File: src/rtl/ppfs_pkg.sv
package ppfs_pkg;
    typedef enum logic [1:0] {
        WIN_IDLE = 2'd0,
        WIN_WAIT = 2'd1,
        WIN_MOVE = 2'd2
    } win_state_e;
endpackage

File: src/rtl/ppfs_syncgen.sv
module ppfs_syncgen #(
    parameter int CW = 16
) (
    input  logic          clk,
    input  logic          rst_n,
    input  logic          run,
    input  logic          two_sync,
    input  logic [CW-1:0] line_len,
    input  logic [CW-1:0] lines,
    output logic          sync1,
    output logic          sync2
);
    logic [CW-1:0] pos;
    logic [CW-1:0] line;
    logic          pos_wrap;

    assign pos_wrap = (pos == line_len - 1'b1) || (line_len == '0);

    always_ff @(posedge clk or negedge rst_n) begin
        if (!rst_n) begin
            pos  <= '0;
            line <= '0;
        end else if (!run) begin
            pos  <= '0;
            line <= '0;
        end else if (pos_wrap) begin
            pos <= '0;
            if ((line == lines - 1'b1) || (lines == '0)) line <= '0;
            else                                         line <= line + 1'b1;
        end else begin
            pos <= pos + 1'b1;
        end
    end

    assign sync1 = run && (pos == '0);
    assign sync2 = run && two_sync && (pos == '0) && (line == '0);


    sync1_spacing_chk: assert property (@(posedge clk) disable iff (!rst_n)
        (sync1 && line_len > 1) |=> !sync1);

    sync2_nested_chk: assert property (@(posedge clk) disable iff (!rst_n)
        sync2 |-> sync1);
endmodule

File: src/rtl/ppfs_window.sv
module ppfs_window
    import ppfs_pkg::*;
#(
    parameter int CW = 16
) (
    input  logic          clk,
    input  logic          rst_n,
    input  logic          en,
    input  logic          trig,
    input  logic [CW-1:0] delay,
    input  logic [CW-1:0] words,
    output logic          xfer
);
    win_state_e    st, st_nxt;
    logic [CW-1:0] cnt, cnt_nxt;

    always_ff @(posedge clk or negedge rst_n) begin
        if (!rst_n) begin
            st  <= WIN_IDLE;
            cnt <= '0;
        end else if (!en) begin
            st  <= WIN_IDLE;
            cnt <= '0;
        end else begin
            st  <= st_nxt;
            cnt <= cnt_nxt;
        end
    end

    always_comb begin
        st_nxt  = st;
        cnt_nxt = cnt;
        unique case (st)
            WIN_IDLE: begin
                if (trig && words != '0) begin
                    if (delay != '0) begin
                        st_nxt  = WIN_WAIT;
                        cnt_nxt = {{(CW-1){1'b0}}, 1'b1};
                    end else if (words != {{(CW-1){1'b0}}, 1'b1}) begin
                        st_nxt  = WIN_MOVE;
                        cnt_nxt = {{(CW-1){1'b0}}, 1'b1};
                    end
                end
            end
            WIN_WAIT: begin
                if (cnt == delay) begin
                    if (words == {{(CW-1){1'b0}}, 1'b1}) begin
                        st_nxt  = WIN_IDLE;
                        cnt_nxt = '0;
                    end else begin
                        st_nxt  = WIN_MOVE;
                        cnt_nxt = {{(CW-1){1'b0}}, 1'b1};
                    end
                end else begin
                    cnt_nxt = cnt + 1'b1;
                end
            end
            WIN_MOVE: begin
                if (cnt == words - 1'b1) begin
                    st_nxt  = WIN_IDLE;
                    cnt_nxt = '0;
                end else begin
                    cnt_nxt = cnt + 1'b1;
                end
            end
            default: begin
                st_nxt  = WIN_IDLE;
                cnt_nxt = '0;
            end
        endcase
    end

    always_comb begin
        xfer = 1'b0;
        if (en) begin
            unique case (st)
                WIN_IDLE: xfer = trig && (words != '0) && (delay == '0);
                WIN_WAIT: xfer = (cnt == delay);
                WIN_MOVE: xfer = 1'b1;
                default:  xfer = 1'b0;
            endcase
        end
    end


    win_idle_off_chk: assert property (@(posedge clk) disable iff (!rst_n)
        !en |=> (st == WIN_IDLE));
endmodule

File: src/rtl/ppfs_lane.sv
module ppfs_lane #(
    parameter int DW = 16
) (
    input  logic          clk,
    input  logic          rst_n,
    input  logic          en,
    input  logic          dir_tx,
    input  logic          xfer,
    input  logic [DW-1:0] pd_in,
    input  logic [DW-1:0] tx_data,
    input  logic          tx_valid,
    input  logic          rx_ready,
    output logic [DW-1:0] rx_data,
    output logic          rx_valid,
    output logic          overrun,
    output logic          underrun,
    output logic [DW-1:0] pd_out,
    output logic          tx_ready
);
    logic rx_move;
    logic tx_move;

    assign rx_move  = en && xfer && !dir_tx;
    assign tx_move  = en && xfer && dir_tx;
    assign tx_ready = tx_move;

    always_ff @(posedge clk or negedge rst_n) begin
        if (!rst_n) begin
            rx_data  <= '0;
            rx_valid <= 1'b0;
            overrun  <= 1'b0;
        end else begin
            overrun <= 1'b0;
            if (!en) begin
                rx_valid <= 1'b0;
            end else if (rx_move) begin
                if (rx_valid && !rx_ready) begin
                    overrun <= 1'b1;
                end else begin
                    rx_valid <= 1'b1;
                    rx_data  <= pd_in;
                end
            end else if (rx_ready) begin
                rx_valid <= 1'b0;
            end
        end
    end

    always_ff @(posedge clk or negedge rst_n) begin
        if (!rst_n) begin
            pd_out   <= '0;
            underrun <= 1'b0;
        end else begin
            underrun <= 1'b0;
            if (tx_move) begin
                if (tx_valid) pd_out   <= tx_data;
                else          underrun <= 1'b1;
            end
        end
    end


    ovr_keep_chk: assert property (@(posedge clk) disable iff (!rst_n)
        overrun |-> (rx_valid && $stable(rx_data)));

    rx_hold_chk: assert property (@(posedge clk) disable iff (!rst_n)
        (rx_valid && !rx_ready && en) |=> (rx_valid && $stable(rx_data)));

    unr_hold_chk: assert property (@(posedge clk) disable iff (!rst_n)
        underrun |-> $stable(pd_out));
endmodule

File: src/rtl/ppfs_ctrl.sv
module ppfs_ctrl #(
    parameter int DW = 16,
    parameter int CW = 16
) (
    input  logic          clk,
    input  logic          rst_n,
    input  logic          cfg_en,
    input  logic          cfg_tx,
    input  logic          cfg_ext,
    input  logic          cfg_two_sync,
    input  logic [CW-1:0] cfg_line_len,
    input  logic [CW-1:0] cfg_lines,
    input  logic [CW-1:0] cfg_delay,
    input  logic [CW-1:0] cfg_words,
    input  logic          sync1_in,
    output logic          sync1_out,
    output logic          sync2_out,
    input  logic [DW-1:0] pd_in,
    output logic [DW-1:0] pd_out,
    output logic          pd_oe,
    output logic [DW-1:0] rx_data,
    output logic          rx_valid,
    input  logic          rx_ready,
    input  logic [DW-1:0] tx_data,
    input  logic          tx_valid,
    output logic          tx_ready,
    output logic          overrun,
    output logic          underrun
);
    logic sync_q;
    logic ext_edge;
    logic int_run;
    logic trig;
    logic xfer;

    always_ff @(posedge clk or negedge rst_n) begin
        if (!rst_n) sync_q <= 1'b0;
        else        sync_q <= sync1_in;
    end

    assign ext_edge = sync1_in && !sync_q;
    assign int_run  = cfg_en && !cfg_ext;
    assign trig     = cfg_en && (cfg_ext ? ext_edge : sync1_out);
    assign pd_oe    = cfg_en && cfg_tx;

    ppfs_syncgen #(.CW(CW)) i_syncgen (
        .clk      (clk),
        .rst_n    (rst_n),
        .run      (int_run),
        .two_sync (cfg_two_sync),
        .line_len (cfg_line_len),
        .lines    (cfg_lines),
        .sync1    (sync1_out),
        .sync2    (sync2_out)
    );

    ppfs_window #(.CW(CW)) i_window (
        .clk   (clk),
        .rst_n (rst_n),
        .en    (cfg_en),
        .trig  (trig),
        .delay (cfg_delay),
        .words (cfg_words),
        .xfer  (xfer)
    );

    ppfs_lane #(.DW(DW)) i_lane (
        .clk      (clk),
        .rst_n    (rst_n),
        .en       (cfg_en),
        .dir_tx   (cfg_tx),
        .xfer     (xfer),
        .pd_in    (pd_in),
        .tx_data  (tx_data),
        .tx_valid (tx_valid),
        .rx_ready (rx_ready),
        .rx_data  (rx_data),
        .rx_valid (rx_valid),
        .overrun  (overrun),
        .underrun (underrun),
        .pd_out   (pd_out),
        .tx_ready (tx_ready)
    );


    ext_quiet_chk: assert property (@(posedge clk) disable iff (!rst_n)
        cfg_ext |-> (!sync1_out && !sync2_out));
endmodule

File: config.mk
export PLATFORM = sky130hd
export DESIGN_NAME = ppfs_ctrl
export DESIGN_NICKNAME = d
export VERILOG_FILES = /design/src/rtl/ppfs_pkg.sv /design/src/rtl/ppfs_syncgen.sv /design/src/rtl/ppfs_window.sv /design/src/rtl/ppfs_lane.sv /design/src/rtl/ppfs_ctrl.sv
export SDC_FILE = /design/constraint.sdc
export NUM_CORES = 1
export LEC_CHECK = 0
export BUFFER_PORTS_ARGS = -buffer_cell sky130_fd_sc_hd__buf_2
export CAP_MARGIN = 25
export CORE_MARGIN = 1
export CORE_UTILIZATION = 50
export CTS_CLUSTER_DIAMETER = 150
export DETAILED_ROUTE_END_ITERATION = 16
export PLACE_DENSITY = 0.88
export SYNTH_ARGS = -nofsm -noshare
export SYNTH_HDL_FRONTEND = slang
export SYNTH_SLANG_ARGS = --single-unit
File: constraint.sdc
create_clock -name clk -period 2.64 [get_ports clk]
set_input_delay 0.528 -clock clk [delete_from_list [all_inputs] [get_ports clk]]
set_output_delay 0.528 -clock clk [all_outputs]
set_load 0.02 [all_outputs]
==> results.sh, run 1 <==
export IMPL_area_growth_pct=41.7
export IMPL_p_int_mw=2.53
export IMPL_wl_per_cell_um=16.8
export IMPL_grt_overflow=0
export IMPL_setup_violations=15
export IMPL_pin_count=144
export IMPL_cp_required_ns=2.87
export IMPL_p_sw_share_pct=31.2
export IMPL_worstSetupPathType="primary input to flop"
export IMPL_fill_cells=815
export IMPL_cts_buffers=9
export IMPL_crit_arrival_ns=2.97
export IMPL_period_needed_ns=2.73
export IMPL_ys_seq_area_share_pct=35.1
export IMPL_antenna_left=0
export IMPL_finalClockSkew_ns=0.00827
export IMPL_fp_dieH_um=113
export IMPL_drive_gt1_share_pct=41.2
export IMPL_grtUsageTotal_pct=28.4
export IMPL_syn_nets=808
export IMPL_post_dp_cell_area_um2=8030
export IMPL_worst_skew_pair_late_latency_ns=0.34
export IMPL_vias=6346
export IMPL_ys_warn_count=0
export IMPL_setup_ws_ns=-0.0943
export IMPL_r2r_start="i_syncgen.line[5]"
export IMPL_wirelength_mm=18.3
export IMPL_hpwl_mm=13.2
export IMPL_r2r_cells=9
export IMPL_ys_async_sr_fraction_pct=100
export IMPL_root_buffer="clkbuf_16"
export IMPL_drv_slew=0
export IMPL_finalInstanceArea_um2=8680
export IMPL_p_clk_share_pct=33.7
export IMPL_max_freq_mhz=366
export IMPL_grt_pass1_vias=6105
export IMPL_synth_seq_cells=86
export IMPL_drv_cap=0
export IMPL_seq_power_share_pct=40.6
export IMPL_port_buffers=143
export IMPL_dr_pass1_iters=5
export IMPL_start_util_pct=51.2
export IMPL_synth_cell_types=64
export IMPL_avgSynthCellArea_um2=8.85
export IMPL_cp_end_kind="flop"
export IMPL_rows=40
export IMPL_final_util_pct=72.5
export IMPL_tightest_slew_ns=0.604
export IMPL_antenna_found_initial=1
export IMPL_syn_inst=692
export IMPL_synth_edf_count=0
export IMPL_dr_first_iter_drc_count=454
export IMPL_hp_class="primary input to async pin"
export IMPL_clockBufferDepth=2
export IMPL_die_w_um=113
export IMPL_maxSlewHeadroom_pct=59.7
export IMPL_drc=0
export IMPL_syn_area_um2=6120
export IMPL_start_kind="primary input"
export IMPL_timing_rr_end="i_syncgen.line[5]"
export IMPL_gp_congestion=0.963
export IMPL_vias_per_cell=5.81
export IMPL_p_total_mw=3.68
export IMPL_rsz0062_at_grt="true"
export IMPL_violations="negative setup slack"
export IMPL_share_comb_of_total_power_pct=25.7
export IMPL_timing_final_hold_violations=0
export IMPL_grt_pass1_wl_mm=28.7
export IMPL_detailedPlace_worstSlack_ns=-0.418
export IMPL_core_um2=12000
export IMPL_power_switching_mw=1.15
export IMPL_r2r_slack_ns=0.08
export IMPL_hold_buffers=0
export IMPL_holdWs_ns=0.190
export IMPL_power_density_nw_per_um2=424
export IMPL_cts_tree="yes"
export IMPL_clk_pin_slew_ns=0.07
export IMPL_vdd_drop_max_mv=0.361
export IMPL_grt_max_degree=46
export IMPL_final_period_utilization_pct=104
export IMPL_cts_sinks=86
export IMPL_leakagePower_nw=3.90
export IMPL_nets=1056
export IMPL_synthFlopType="dfrtp_1"
export IMPL_status="finished, violations left"
export IMPL_crit_fanout=5
export IMPL_h_tree_depth=3
export IMPL_die_area_um2=12700
export IMPL_diodes=0
through the flow:
step	cells	setup TNS [ns]
2_1_floorplan	692	-5.25
3_3_place_gp	1070	-17.75
3_5_place_dp	1070	-20.84
4_1_cts	1090	-0.0272
5_1_grt	1092	-1.09
6_report	1092	-0.610
registers in the layout, summed over array words and instances (netlist names):
signal	cells
i_window.cnt	16
i_lane.rx_valid	1
i_lane.rx_data	16
i_syncgen.pos	16
i_syncgen.line	16
i_lane.underrun	1
i_lane.overrun	1
sync_q	1
i_lane.pd_out	16
i_window.st	2
placed cells by master, fill, tap and decap left out, types with 6 or more instances in the layout:
cell,count
o211ai_1,10
nor2b_1,7
or4_4,8
or3_1,16
nor4_2,7
xnor2_1,65
buf_2,135
nand3_1,41
a21oi_1,14
nor4_1,15
buf_4,114
and3_1,14
dfrtp_1,84
inv_1,32
nand2_1,33
clkbuf_16,9
a21oi_2,7
o21ai_1,15
nand3b_1,6
nor2_1,42
xor2_1,29
mux2_2,22
mux2_4,10
buf_6,14
nor3_1,21
nand4_1,18
nand2b_1,12
ha_1,9
o21ai_0,18
critical path, stage by stage:
cell       delay, ns
buf_2           0.11
or3_4           0.39
or4_1           0.49
a211oi_2        0.25
nand4_1         0.21
a2111oi_4       0.39
buf_4           0.22
or3_4           0.13
a21oi_2         0.05
a41o_1          0.19
area by class of cell:
cell class | count | area, µm² | share of cell area (%)
clock buffer | 9 | 225 | 2.60
timing repair buffer | 269 | 1800 | 20.7
inverter | 34 | 130 | 1.50
clock inverter | 7 | 66.3 | 0.764
sequential | 86 | 2150 | 24.8
multi-input combinational | 540 | 4120 | 47.5
tap | 147 | 184 | 2.12
per-layer routing:
metal  global-route usage (%)  routed length, µm
met4                     9.07                402
met2                     48.8               9120
met1                     36.0               7630
met5                        0                 13
met3                     5.62               1130
worst max-delay path by stage:
stage / end / start / depth (start not counted) / slack [ns]
2_1_floorplan: i_syncgen.line[7] / cfg_lines[4] / 9 / -0.31
3_3_place_gp: i_syncgen.line[7] / cfg_line_len[7] / 10 / -0.38
3_5_place_dp: i_syncgen.line[5] / cfg_lines[7] / 10 / -0.42
4_1_cts: tx_ready / i_syncgen.pos[12] / 7 / -0.03
5_1_grt: tx_ready / i_syncgen.pos[6] / 7 / -0.14
6_report: i_syncgen.line[5] / cfg_lines[4] / 10 / -0.09
Yosys cell counts (3+ instances only):
| library cell | n | area [µm²] |
|---|---|---|
| nand4_1 | 18 | 113 |
| o21ai_1 | 6 | 30.0 |
| dfrtp_1 | 86 | 2150 |
| nor2b_1 | 7 | 43.8 |
| or4_1 | 11 | 82.6 |
| nor3_1 | 23 | 115 |
| nand2b_1 | 12 | 75.1 |
| mux2_2 | 32 | 360 |
| inv_1 | 34 | 128 |
| mux2i_1 | 3 | 30.0 |
| o41ai_1 | 4 | 35.0 |
| clkbuf_1 | 28 | 105 |
| a21oi_1 | 23 | 115 |
| xor2_1 | 30 | 263 |
| o211ai_1 | 10 | 75.1 |
| nand3b_1 | 6 | 45.0 |
| or3_1 | 19 | 119 |
| nor4_1 | 24 | 150 |
| xnor2_1 | 65 | 569 |
| and3_1 | 14 | 87.6 |
| o21ai_0 | 27 | 135 |
| o2111ai_1 | 4 | 35.0 |
| a211oi_1 | 6 | 45.0 |
| nand3_1 | 43 | 215 |
| nor3b_1 | 5 | 37.5 |
| nor2_1 | 44 | 165 |
| o31ai_1 | 7 | 52.6 |
| ha_1 | 11 | 138 |
| a21o_1 | 3 | 22.5 |
| nand4b_1 | 3 | 26.3 |
| a22oi_1 | 3 | 22.5 |
| nand2_1 | 36 | 135 |
power by group through the flow:
stage	sequential [mW]	combinational, mW	clock (mW)
after floorplan	1.62	0.358	0
after global placement	1.51	0.863	0
after detailed placement	1.51	0.892	0
after CTS	1.49	0.909	1.27
after global routing	1.51	1.02	1.33
final	1.49	0.947	1.24
cells by family after synthesis:
group,share of synthesized area (%)
AO/OA/AOI/OAI,12.8
flip-flops,35.1
buffers and inverters,4.27
XOR/XNOR,13.6
adder cells (fa/ha/maj),2.41
multiplexers,6.38
AND/OR/NAND/NOR,25.4
timing repair:
| item | CTS | global route |
|---|---|---|
| setup endpoints to repair | 9 | 28 |
| buffers inserted | 4 | 3 |
| gates resized for setup | 24 | 47 |
| gates cloned | 0 | 0 |
| pin swaps | 7 | 14 |
(Power assumes the default switching activity.)
==> run 2: changes to the inputs <==
--- a/config.mk
+++ b/config.mk
@@ -10,6 +10,6 @@
 export CORE_MARGIN = 1
-export CORE_UTILIZATION = 50
+export CORE_UTILIZATION = 55
 export CTS_CLUSTER_DIAMETER = 150
 export DETAILED_ROUTE_END_ITERATION = 16
-export PLACE_DENSITY = 0.88
+export PLACE_DENSITY = 0.81
 export SYNTH_ARGS = -nofsm -noshare
==> constraint.sdc (replaced) <==
create_clock -name clk -period 2.7 [get_ports clk]
set_input_delay 0.405 -clock clk [delete_from_list [all_inputs] [get_ports clk]]
set_output_delay 0.405 -clock clk [all_outputs]
set_load 0.02 [all_outputs]
==> run 2 against run 1 <==
The run now ends clean. Die area shrank 8.9%. Final area shrank 5.6%. Register-to-register slack gained 0.03 ns. Utilization grew 3.0 points. Non-clock buffer count shrank 20. Sequential share of layout area grew 1.5 points. Via count shrank 1.7%. Worst setup slack gained 0.18 ns. Combinational power shrank 11%. Routed wire length shrank 6.6%. Worst hold slack lost 0.18 ns. Power shrank 12%. Critical path type unchanged. Critical endpoint is now i_syncgen.line[2].
==> results.sh, run 2 (synthesis results as in run 1) <==
export IMPL_path_cells="buf_2, or4_4, or3_4, or3_4, a2111oi_4, buf_4, buf_4, nor3_1, o21ai_0, o21ai_1"
export IMPL_grt_overflow=0
export IMPL_final_util_pct=75.5
export IMPL_layout_commonest_cell="buf_2"
export IMPL_antenna_left=0
export IMPL_clockBufferDepth=2
export IMPL_timing_final_hold_violations=0
export IMPL_fill_cells=774
export IMPL_maxSlewHeadroom_pct=67.2
export IMPL_drv_cap=0
export IMPL_grt_pass1_wl_mm=28.0
export IMPL_dr_pass1_iters=4
export IMPL_r2r_cells=10
export IMPL_wl_per_cell_um=16.0
export IMPL_cts_tree="yes"
export IMPL_grt_pass1_vias=6175
export IMPL_die_area_um2=11600
export IMPL_crit_path_max_incr_delay_ns=0.58
export IMPL_cts_sinks=86
export IMPL_rsz0062_at_grt="true"
export IMPL_pin_count=144
export IMPL_antenna_found_initial=0
export IMPL_hpwl_mm=13.4
export IMPL_wirelength_mm=17.1
export IMPL_grt_max_degree=51
export IMPL_drv_slew=0
export IMPL_setup_violations=0
export IMPL_leakagePower_nw=3.69
export IMPL_met2_usage_pct=52.6
export IMPL_port_buffers=143
export IMPL_core_um2=10800
export IMPL_worstSetupPathType="primary input to flop"
export IMPL_r2r_start="i_syncgen.pos[6]"
export IMPL_drive_gt1_share_pct=36.5
export IMPL_grtUsageTotal_pct=30.1
export IMPL_crit_cells=10
export IMPL_vdd_drop_max_mv=0.470
export IMPL_hp_class="primary input to async pin"
export IMPL_grtUsageMet3_pct=3.69
export IMPL_worst_path_max_delay_cell="or4_4"
export IMPL_cp_required_ns=2.94
export IMPL_diodes=0
export IMPL_start_util_pct=56.5
export IMPL_dr_first_iter_drc_count=385
export IMPL_path_delay_family="simple AND/OR/NAND/NOR gates"
export IMPL_root_buffer="clkbuf_8"
export IMPL_drc=0
export IMPL_tightest_slew_ns=0.492
export IMPL_cts_buffers=9
export IMPL_start_kind="primary input"
export IMPL_finalClockSkew_ns=0.0141
export IMPL_area_growth_pct=33.7
export IMPL_r2r_slack_ns=0.11
export IMPL_gp_congestion=0.946
export IMPL_cp_end_kind="flop"
export IMPL_crit_buf_inv=3
export IMPL_hold_buffers=0
export IMPL_p_total_mw=3.24
export IMPL_grt_use_met1_pct=38.2
export IMPL_startpoint="cfg_lines[2]"
export IMPL_power_density_nw_per_um2=396
export IMPL_h_tree_depth=3
export IMPL_worst_skew_pair_late_latency_ns=0.35
export IMPL_clk_pin_slew_ns=0.10
export IMPL_setup_ws_ns=0.0836
export IMPL_final_period_utilization_pct=96.9
export IMPL_vias=6240
export IMPL_most_common_layout_cells="141 x buf_2, 100 x buf_4, 85 x dfrtp_1, 65 x xnor2_1"
export IMPL_crit_arrival_ns=2.86
export IMPL_period_needed_ns=2.62
export IMPL_vias_per_cell=5.86
export IMPL_crit_fanout=5
export IMPL_rows=38
export IMPL_die_w_um=108
export IMPL_nets=1036
export IMPL_status="finished clean"
export IMPL_fp_dieH_um=108
export IMPL_busiest_layer="met2"
export IMPL_max_freq_mhz=382
export IMPL_detailedPlace_worstSlack_ns=-0.324
-- run 2: power by group --
| group | internal (mW) | switching (mW) |
|---|---|---|
| sequential | 1.39 | 0.0661 |
| combinational | 0.382 | 0.463 |
| clock | 0.443 | 0.497 |
| total | 2.21 | 1.03 |
-- run 2: worst paths after layout --
check,to
min in group clk,sync_q
max in group asynchronous,i_syncgen.line[5]
hold reg to reg,i_lane.rx_data[13]
hold / removal,i_lane.rx_data[13]
setup / recovery,i_syncgen.line[2]
setup reg to reg,i_lane.rx_data[0]
-- run 2: area by class of cell --
cell class	count	area, µm²	share of cell area (%)
Inverter	34	128	1.56
Clock inverter	7	80.1	0.978
Clock buffer	9	124	1.51
Multi-Input combinational cell	540	3920	47.9
Sequential cell	86	2150	26.3
Timing Repair Buffer	249	1600	19.6
Tap cell	140	175	2.14
-- run 2: metal layers --
| metal | vias to the layer above | routed length (µm) |
|---|---|---|
| met5 | - | 0 |
| met2 | 238 | 8610 |
| met4 | 0 | 437 |
| li1 | 2978 | - |
| met1 | 2991 | 7090 |
| met3 | 33 | 937 |
-- run 2: worst register-to-register path, stage by stage, from the launching register on --
cell and delay (ns):
dfrtp_1 0.41, nor4_2 0.28, nand2_1 0.16, o31ai_4 0.27
a41oi_2 0.15, o21a_2 0.26, buf_6 0.14, nor3b_4 0.21
nand2_2 0.14, clkbuf_16 0.18, mux2_2 0.27
-- run 2: stage by stage --
step	cell area, µm²	TNS [ns]	hold WS [ns]	instances
2_1_floorplan	6210	-1.54	0.109	692
3_3_place_gp	7760	-9.65	0.396	1044
3_5_place_dp	7760	-16.83	0.404	1044
4_1_cts	8010	-0.0363	0.0156	1061
5_1_grt	8190	-0.0352	0.0304	1065
6_report	8190	0	0.00587	1065
-- run 2: what timing repair did --
action                                  in CTS  in global routing
setup buffers                                1                  4
pin swaps                                    2                 15
gates cloned                                 0                  1
resized for setup                            6                 26
endpoints found under the setup margin       1                 60
